## config.mk

```make
export PLATFORM = sky130hd
export DESIGN_NAME = hdlc_destuff
export DESIGN_NICKNAME = d
export VERILOG_FILES = /design/src/rtl/destuff_pkg.sv /design/src/rtl/destuff_run_ctr.sv /design/src/rtl/destuff_classify.sv /design/src/rtl/destuff_out_reg.sv /design/src/rtl/hdlc_destuff.sv
export SDC_FILE = /design/constraint.sdc
export NUM_CORES = 1
export LEC_CHECK = 0
export BUFFER_PORTS_ARGS = -buffer_cell sky130_fd_sc_hd__buf_2
export CAP_MARGIN = 15
export CORE_AREA = 3 3 40 42
export DETAILED_ROUTE_END_ITERATION = 10
export DIE_AREA = 0 0 43 45
export SLEW_MARGIN = 20
export SYNTH_ARGS = -nofsm -noshare
export SYNTH_HDL_FRONTEND = slang
export SYNTH_SLANG_ARGS = --single-unit
```

## constraint.sdc

```tcl
create_clock -name clk -period 1.5 [get_ports clk]
set_input_delay 0.15 -clock clk [delete_from_list [all_inputs] [get_ports clk]]
set_output_delay 0.15 -clock clk [all_outputs]
set_load 0.05 [all_outputs]
```

## src/rtl/destuff_pkg.sv

```systemverilog
package destuff_pkg;

  // Next value of the consecutive-ones count after one valid bit.
  function automatic int unsigned ones_next(input int unsigned run,
                                            input logic b,
                                            input int unsigned sat);
    if (!b) return 0;
    return (run >= sat) ? sat : run + 1;
  endfunction

  // True when a valid bit is a stuffed zero that must be deleted.
  function automatic logic is_stuffed(input int unsigned run, input logic b,
                                      input logic en, input int unsigned lim);
    return en && !b && (run == lim);
  endfunction

endpackage

```

## src/rtl/destuff_run_ctr.sv

```systemverilog
module destuff_run_ctr #(
  parameter int unsigned SAT   = 7,
  parameter int unsigned CNT_W = 3
) (
  input  logic             clk,
  input  logic             rst_n,
  input  logic             in_valid,
  input  logic             in_bit,
  output logic [CNT_W-1:0] run_q
);
  import destuff_pkg::*;

  always_ff @(posedge clk) begin
    if (!rst_n)
      run_q <= '0;
    else if (in_valid)
      run_q <= CNT_W'(ones_next(32'(run_q), in_bit, SAT));
  end
endmodule

```

## src/rtl/destuff_classify.sv

```systemverilog
module destuff_classify #(
  parameter int unsigned STUFF_RUN = 5,
  parameter int unsigned CNT_W     = 3
) (
  input  logic             in_valid,
  input  logic             in_bit,
  input  logic             destuff_en,
  input  logic [CNT_W-1:0] run_q,
  output logic             drop_evt,
  output logic             flag_evt,
  output logic             abort_evt
);
  import destuff_pkg::*;
  localparam int unsigned FLAG_RUN = STUFF_RUN + 1;

  always_comb begin
    drop_evt  = in_valid && is_stuffed(32'(run_q), in_bit, destuff_en, STUFF_RUN);
    flag_evt  = in_valid && !in_bit && (32'(run_q) == FLAG_RUN);
    abort_evt = in_valid && in_bit && (32'(run_q) == FLAG_RUN);
  end
endmodule

```

## src/rtl/destuff_out_reg.sv

```systemverilog
module destuff_out_reg (
  input  logic clk,
  input  logic rst_n,
  input  logic in_valid,
  input  logic in_bit,
  input  logic drop_evt,
  input  logic flag_evt,
  input  logic abort_evt,
  output logic out_bit,
  output logic out_valid,
  output logic flag_det,
  output logic abort_det
);
  always_ff @(posedge clk) begin
    if (!rst_n) begin
      out_bit   <= 1'b0;
      out_valid <= 1'b0;
      flag_det  <= 1'b0;
      abort_det <= 1'b0;
    end else begin
      out_bit   <= in_valid ? in_bit : 1'b0;
      out_valid <= in_valid && !drop_evt;
      flag_det  <= flag_evt;
      abort_det <= abort_evt;
    end
  end
endmodule

```

## src/rtl/hdlc_destuff.sv

```systemverilog
module hdlc_destuff #(
  parameter int unsigned STUFF_RUN = 5
) (
  input  logic clk,
  input  logic rst_n,
  input  logic destuff_en,
  input  logic in_bit,
  input  logic in_valid,
  output logic out_bit,
  output logic out_valid,
  output logic flag_det,
  output logic abort_det
);
  localparam int unsigned SAT   = STUFF_RUN + 2;
  localparam int unsigned CNT_W = $clog2(SAT + 1);

  logic [CNT_W-1:0] run_q;
  logic drop_evt, flag_evt, abort_evt;

  destuff_run_ctr #(.SAT(SAT), .CNT_W(CNT_W)) u_ctr (
    .clk(clk), .rst_n(rst_n), .in_valid(in_valid), .in_bit(in_bit), .run_q(run_q)
  );

  destuff_classify #(.STUFF_RUN(STUFF_RUN), .CNT_W(CNT_W)) u_cls (
    .in_valid(in_valid), .in_bit(in_bit), .destuff_en(destuff_en), .run_q(run_q),
    .drop_evt(drop_evt), .flag_evt(flag_evt), .abort_evt(abort_evt)
  );

  destuff_out_reg u_out (
    .clk(clk), .rst_n(rst_n), .in_valid(in_valid), .in_bit(in_bit),
    .drop_evt(drop_evt), .flag_evt(flag_evt), .abort_evt(abort_evt),
    .out_bit(out_bit), .out_valid(out_valid), .flag_det(flag_det), .abort_det(abort_det)
  );
endmodule

```

Yosys cells after proc, flatten, opt, wreduce, memory -nomap -nowiden. Cells that the tools add are included.

Register bits after elaboration: 7. Input bits: 5. Output and inout bits: 4. Word-level logic and storage cells: 25.

Add/sub/neg operators: 1. Order comparisons: 1. Equal/unequal tests: 2. Multiplexer cells: 5. Reduce and logical (&&, ||, !) cells: 11.

Operators with widths (number): 1-bit logical AND (8); 3-bit equality test, second input constant (2); 3-bit 2-to-1 mux (2); 3-bit by 1-bit adder with 3-bit output, second input constant (1); 3-bit >= comparator, second input constant (1); 1-bit 2-to-1 mux (3); 1-bit zero test (2); 2-bit AND reduction (1).

Logic depth before layout (Yosys ltp). Gate-level depths: netlist of run 1.

Depth in word-level cells: 6. Mapped depth: 4. Depth with buffers taken out: 4.

By module. Synthesis of run 1 repeated with hierarchy kept, for this count alone.

Cells, all modules: 28. Area total of the unflattened synthesis: 324.1 µm².

By module, submodules not included: destuff_run_ctr (times used 1, cells an instance 15, area each 171.4 µm², sequential area each 60.1 µm²); destuff_out_reg (times used 1, cells an instance 8, area each 110.1 µm², sequential area each 80.1 µm²); destuff_classify (times used 1, cells an instance 5, area each 42.5 µm², sequential area each 0.0 µm²).

Worst setup path after synthesis of run 1. Ideal clock, no wire load.

Path type: reg-to-reg. Start: register u_ctr.run_q[0]. End: register u_ctr.run_q[1]. Setup time: 122 ps. Arrival time: 1114 ps. Required time: 1378 ps. Path slack: 264 ps. Cell stages (with the launch flop): 5. Buffers on the path: 0. Clock period less this slack: 1236 ps. Cell sequence: dfxtp_1 -> ha_1 -> ha_1 -> nand2b_1 -> o311a_1.

Cells in the longest elaborated chain, start to end: 3. Elaborated cells on any way between the ends: 4. Those cells by class: 1 x add/sub; 1 x order compare; 2 x mux.

RTL lines: start: declaration (line destuff_run_ctr.sv:9) `output logic [CNT_W-1:0] run_q`; start signal: assignment (line destuff_run_ctr.sv:17) `run_q <= CNT_W'(ones_next(32'(run_q), in_bit, SAT));`; 3-bit by 1-bit adder with 3-bit output or 3-bit >= comparator (tied branches) (line destuff_pkg.sv:8) `return (run >= sat) ? sat : run + 1;`; 3-bit 2-to-1 mux (*) (2 in series) (line destuff_pkg.sv:8).

Mark *: on every way between the ends. The rest lies on a longest branch, timed or not. A chain may end at the register's enable or synchronous reset.

Final worst setup path of run 1.
Start: register u_ctr.run_q[0]. End: register u_ctr.run_q[2].

The elaborated chain is that of the path after synthesis.

==> results of run 1 <==
## critical path, stage by stage, from the launching register on
cell and delay (ns):
dfxtp_1 0.36, ha_1 0.21, ha_1 0.19, nand2b_1 0.16
o311a_1 0.28
## flip-flops by register name (all words and copies together), names as in the netlist
name / cells
u_out.out_bit: 1
u_ctr.run_q: 3
u_out.abort_det: 1
u_out.out_valid: 1
u_out.flag_det: 1
## final cells by class
type / count / area, um2 / share of cell area, %
flip-flops and latches: 7 / 140.1 / 33.33
clock buffers: 4 / 26.28 / 6.250
well taps: 15 / 18.77 / 4.464
inverters: 4 / 15.01 / 3.571
repair buffers: 8 / 40.04 / 9.524
multi-input cells: 20 / 180.2 / 42.86
## power by group through the flow
stage / clock network, mW / logic (mW) / registers, mW
after floorplan: 0 / 0.0284 / 0.211
after global placement: 0 / 0.0491 / 0.203
after detailed placement: 0 / 0.0492 / 0.203
after CTS: 0.176 / 0.0497 / 0.199
after global routing: 0.193 / 0.0549 / 0.200
final: 0.170 / 0.0493 / 0.199
## metrics by stage
stage / cell area [um2] / power [mW]
floorplan: 346.6 / 0.2389
global placement: 394.1 / 0.2520
detailed placement: 394.1 / 0.2523
CTS: 420.4 / 0.4250
global route: 420.4 / 0.4479
finish: 420.4 / 0.4184
## cells by family after synthesis
group                      synth area share, %
and+or+nand+nor                          13.36
buffers and inverters                    7.580
AOI/OAI and AO/OA                        11.19
muxes                                    13.00
adders and majority gates                14.44
DFF                                      40.43
## cell usage in the layout, fill, tap and decap left out, types with 2 or more instances in the layout
cell type	count
ha_1	4
clkbuf_4	3
o311a_1	3
mux2_4	3
dfxtp_1	7
and3_1	2
nand2_1	2
inv_1	4
buf_2	8
nor2_1	2
## layer usage
metal	GRT usage (%)	vias up
li1	-	135
met5	0	-
met1	8.173	111
met2	12.28	8
met4	7.229	0
met3	3.984	0
## final timing paths
check	end	slack (ns)	cells past startpoint
hold / removal	u_out.out_valid	0.13	2
hold reg to reg	u_out.out_valid	0.56	1
setup / recovery	u_ctr.run_q[2]	0.19	4
setup reg to reg	u_ctr.run_q[2]	0.19	4
==> results.txt, run 1 <==
----------------------------------------------------
[Logic synthesis]
  Leading cell types by count after synthesis ... dfxtp_1, ha_1, inv_1
  Top cell type by total area after synthesis ... dfxtp_1
  Main flop type after synthesis ... dfxtp_1
  Count of flip-flops with a built-in enable after synthesis ... 0
  Number of warnings issued by yosys ... 0
  Netlist area before placement ... 346.6 um2
  Most instantiated library cell after synthesis ... dfxtp_1
  Synthesized flop and latch total ... 7
  Portion of the post-synthesis area used by sequential elements ... 40.43%
  Post-synthesis cell type count ... 13
  Nets in the synthesized netlist ... 41
  Dominant cells by area after synthesis ... dfxtp_1, ha_1, mux2_4
  Synth top area share ... 40.43%
  Async S/R FF share, synth ... 0%
  Post-synthesis area per instance ... 10.83 um2
  Count of mapped cells out of synthesis ... 32

[CTS]
  Post-CTS clock slew at the launch and capture registers of the worst setup and hold paths ... 0.05 ns
  CTS Buf Count ... 3
  Latest clock arrival within the worst-skew pair ... 0.24 ns
  Root Buffer Master ... clkbuf_4
  Number of buffers added to fix hold violations after cts ... 0
  CTS H-tree lvls ... 1
  Clock sink count ... 7
  Post-CTS setup buffer count ... 0
  Number of gates resized after CTS ... 0
  CTS tree ... yes
  Clock tree buffer depth ... 2

[Outcome]
  Outcome ... finished, final reports clean

[Power]
  PwrDens ... 995.1 nW/um2
  Relative contribution of the clock network to total power ... 40.6%
  Net Sw Frac ... 24.36%
  Internal Dissipation ... 0.3165 mW
  Combinational cell fraction of total power ... 11.8%
  Sw Pwr ... 0.1019 mW
  Leakage power total ... 0.2299 nW
  Register share of total power ... 47.6%
  IR drop worst, VDD ... 0.0003016 V

[Floorplan]
  Starting density of the core ... 26.97%
  Standard-cell rows ... 13
  Placeable Area ... 1285 um2
  Vertical die dimension ... 45 um
  IO Count ... 9
  Die Outline Area ... 1935 um2
  Die X-Extent ... 43 um

[STA]
  Ratio of final minimum period to clock period ... 87.35%
  Achievable clock frequency ... 0.7632 GHz
  Final-report hold violation count ... 0
  Worst clock skew ... 0.001287 ns
  Unrepaired setup endpoints after global routing ... no
  Final number of setup-violating endpoints ... 0
  Relative slew margins ... 83.54%
  Number of slew-limit violations in the final report ... 0
  Worst slack on hold paths ... 0.1288 ns
  Slew at the pin closest to its max-slew limit ... 0.2487 ns
  Setup TNS ... 0 ns
  Setup ws final ... 0.1898 ns
  Clock period minus final worst setup slack ... 1.310 ns

[Drt]
  DRT Pass-1 Iters ... 2
  Overall routed net length ... 603 um
  Top routing layer in use ... met3
  Via density per instance ... 4.379
  Met3 wirelength from detailed routing ... 62 um
  Drc violations ... 0
  Via count ... 254
  Met1 Wirelength ... 280 um
  Detailed-route wire length per cell ... 10.40 um
  Count of nets left with antenna violations after detail routing ... 0
  Met2 Routed Length ... 260 um
  DRT iter0 DRCs ... 5

[Global route]
  Sum of overflow across all layers after global routing ... 0
  Antenna violations before repair ... 0
  Global router's overall resource usage ... 8.070%
  Global-route wire length before repair ... 1090 um
  Number of global-route vias before repair ... 277
  Largest net degree at the start of global routing ... 9

[Finish]
  Post-route core utilization ... 32.72%
  Filler instances ... 138
  Net count reported at finish ... 53
  Number of standard cells in the final layout excluding fillers ... 58
  Area Growth Syn to Fin ... 21.30%
  N_diodes ... 0
  Share of layout cells above drive strength 1 ... 32.56%

[Placement]
  Post-placement worst setup slack ... 0.1952 ns
  Half-perimeter wire length after placement ... 453.1 um
  Post-placement cell count ... 54
  RePlAce Congestion ... 0.6694
  Number of buffer cells added on primary ports ... 8

[Worst setup path]
  Worst Setup End Kind ... flop
  Worst-path maximum fanout ... 6
  Data required, critical path ... 1.63 ns
  Timing startpoint of the critical path ... u_ctr.run_q[0]
  Data arrival at the endpoint of the critical path ... 1.44 ns
  Kind of start point of the critical path ... flop
  Kind of critical path ... flop to flop
  Launch point of the worst reg-to-reg path ... u_ctr.run_q[0]

[Min path]
  Launch instance of the worst min-delay path ... destuff_en
  Worst hold path type ... input port to flop

[Run]
  Max-capacitance violation count ... 0

----------------------------------------------------
Note: power is estimated with default switching activity, not from simulation.
==> inputs of run 2 (changes only) <==
PLACE_DENSITY = 0.51   (was default)
==> run 2 against run 1 <==
Effect of this change: maximum frequency is 0.82% lower; die area stayed put; hold slack better by 0.0047 ns; final area increased by 1.8%; clock skew grew 0.0024 ns; total power decreased by 0.88%; clock-buffer cell count stayed put; sequential power about the same; wire length is 10% lower; largest power group unchanged.
==> results.txt, run 2 (synthesis gave the netlist of run 1 again) <==
----------------------------------------------------
[Outcome]
  Outcome ... finished, final reports clean

[Worst setup path]
  Data required, critical path ... 1.63 ns (about the same)
  Data arrival at the endpoint of the critical path ... 1.45 ns (about the same)
  Crit-path leading delay family ... adder cells
  Worst-path maximum fanout ... 6 (unchanged)
  Cell Chain, Critical Path ... ha_1 -> ha_1 -> nand2b_1 -> o311a_1
  CP dominant cell by count ... ha_1
  Launch point of the worst reg-to-reg path ... u_ctr.run_q[0]
  Timing startpoint of the critical path ... u_ctr.run_q[0]
  Destination of the worst register-to-register timing path ... u_ctr.run_q[1]
  Worst Path Buf+Inv ... 0 (unchanged)
  Kind of start point of the critical path ... flop
  Count of cells along the worst register-to-register path ... 4 (unchanged)
  Critical Path Slowest Stage Cell ... dfxtp_1
  Internal reg-to-reg setup slack ... 0.18 ns (about the same)
  Max stage delay on crit path ... 0.35 ns (about the same)
  Kind of critical path ... flop to flop
  Worst Setup End Kind ... flop

[Finish]
  N_diodes ... 0 (unchanged)
  Area of the multi-input gates ... 180.2 um2 (unchanged)
  Fin area ... 427.9 um2 (+1.8%)
  Net count reported at finish ... 54 (+1.9%)
  Largest reg by FF count ... u_ctr.run_q
  Commonest non-fill, non-tap cell in the layout ... buf_2
  Sequential Area ... 140.1 um2 (unchanged)
  Flip-flop count of the largest register after layout ... 3 (unchanged)
  Highest-count cells in the layout ignoring fill and taps ... buf_2, dfxtp_1, inv_1, ha_1
  Filler instances ... 139 (+0.72%)
  Post-route core utilization ... 33.30% (+0.58 points)
  Area Growth Syn to Fin ... 23.47%
  Share of layout cells above drive strength 1 ... 34.09% (+1.5 points)

[Power]
  PwrDens ... 969.1 nW/um2 (-2.6%)
  IR drop worst, VDD ... 0.0003357 V (+11%)
  Total Power Consumption ... 0.4147 mW (-0.88%)
  Leakage power total ... 0.2353 nW (+2.3%)

[Placement]
  RePlAce Congestion ... 0.6945 (+3.7%)
  Area of placed instances ... 401.6 um2 (+1.9%)
  Number of buffer cells added on primary ports ... 8 (unchanged)

[Global route]
  Sum of overflow across all layers after global routing ... 0 (unchanged)
  Most used routing layer ... met2
  Met2 demand-to-capacity share in global routing ... 9.581% (-2.7 points)
  Global router's overall resource usage ... 6.505% (-1.6 points)
  Global-route wire length before repair ... 848 um (-22%)
  Number of global-route vias before repair ... 211 (-24%)
  Global routing usage on met3 ... 5.976% (+2.0 points)
  Global Route met1 Usage ... 6.053% (-2.1 points)
  Largest net degree at the start of global routing ... 9 (unchanged)
  Antenna violations before repair ... 0 (unchanged)

[Drt]
  Detailed-route wire length per cell ... 9.203 um (-11%)
  Via count ... 266 (+4.7%)
  Overall routed net length ... 543 um (-10%)
  DRT iter0 DRCs ... 2 (-3)
  Count of nets left with antenna violations after detail routing ... 0 (unchanged)
  DRT Pass-1 Iters ... 2 (unchanged)
  Via density per instance ... 4.508 (+2.9%)
  Drc violations ... 0 (unchanged)

[Min path]
  Launch instance of the worst min-delay path ... destuff_en
  Hold Path End ... u_out.out_valid
  Worst hold path type ... input port to flop
  Worst Hold Path Cells ... 2 (unchanged)

[STA]
  Final number of setup-violating endpoints ... 0 (unchanged)
  Worst clock skew ... 0.003673 ns (+0.002386 ns)
  Final-report hold violation count ... 0 (unchanged)
  Achievable clock frequency ... 0.7570 GHz (-0.82%)
  Ratio of final minimum period to clock period ... 88.07% (+0.72 points)
  Worst slack on hold paths ... 0.1335 ns (+0.004701 ns)
  Relative slew margins ... 83.24% (-0.30 points)
  Slew at the pin closest to its max-slew limit ... 0.2531 ns (+0.004487 ns)
  Number of slew-limit violations in the final report ... 0 (unchanged)
  Clock period minus final worst setup slack ... 1.321 ns (+0.01079 ns)
  Setup TNS ... 0 ns (unchanged)
  Unrepaired setup endpoints after global routing ... no

[CTS]
  CTS tree ... yes
  Number of buffers added to fix hold violations after cts ... 0 (unchanged)
  Latest clock arrival within the worst-skew pair ... 0.25 ns (about the same)
  CTS Buf Count ... 3 (unchanged)
  Post-CTS clock slew at the launch and capture registers of the worst setup and hold paths ... 0.05 ns (about the same)
  Post-CTS setup buffer count ... 0 (unchanged)
  CTS H-tree lvls ... 1 (unchanged)
  Root Buffer Master ... clkbuf_4
  Clock tree buffer depth ... 2 (unchanged)
  Number of gates resized after CTS ... 0 (unchanged)
  Clock sink count ... 7 (unchanged)

[Floorplan]
  Vertical die dimension ... 45 um (unchanged)
  Starting density of the core ... 26.97% (unchanged)
  Die X-Extent ... 43 um (unchanged)
  Die Outline Area ... 1935 um2 (unchanged)
  IO Count ... 9 (unchanged)
  Standard-cell rows ... 13 (unchanged)
  Placeable Area ... 1285 um2 (unchanged)

[Run]
  Max-capacitance violation count ... 0 (unchanged)

----------------------------------------------------
[run 2: per-layer routing]
layer,part of all wire (%),vias up,wire (um)
li1,-,136,-
met1,45,121,247
met2,45,9,247
met3,8.8,0,48
met4,0,0,0
met5,0,-,0
[run 2: final cells by class]
type                            count  area share (%)
Clock buffer                        4           6.140
Inverter                            4           3.509
Multi-Input combinational cell     20           42.11
Sequential cell                     7           32.75
Tap cell                           15           4.386
Timing Repair Buffer                9           11.11
[run 2: worst register-to-register path, delay by kind of cell, from the launching register on]
family,cells,cell delay [ns]
AO/OA/AOI/OAI,1,0.30
adder cells (fa/ha/maj),2,0.40
AND/OR/NAND/NOR,1,0.16
flip-flops,1,0.35
[run 2: how the worst max path moves through the flow]
stage / endpoint / cells past startpoint
2_1_floorplan: u_ctr.run_q[1] / 4
3_3_place_gp: u_ctr.run_q[1] / 4
3_5_place_dp: u_ctr.run_q[1] / 4
4_1_cts: u_ctr.run_q[1] / 4
5_1_grt: u_ctr.run_q[1] / 4
6_report: u_ctr.run_q[1] / 4
[run 2: power by group]
part | switching, mW | internal (mW) | leakage (nW) | total (mW)
registers | 0.00499 | 0.193 | 0.0572 | 0.198
clock network | 0.0642 | 0.101 | 0.0150 | 0.165
logic | 0.0277 | 0.0238 | 0.163 | 0.0515
[run 2: per-stage QoR]
stage               instances  setup WS [ns]
floorplan                  32         0.2639
global route               59         0.1308
global placement           55         0.1830
finish                     59         0.1790
CTS                        59         0.1730
detailed placement         55         0.1713
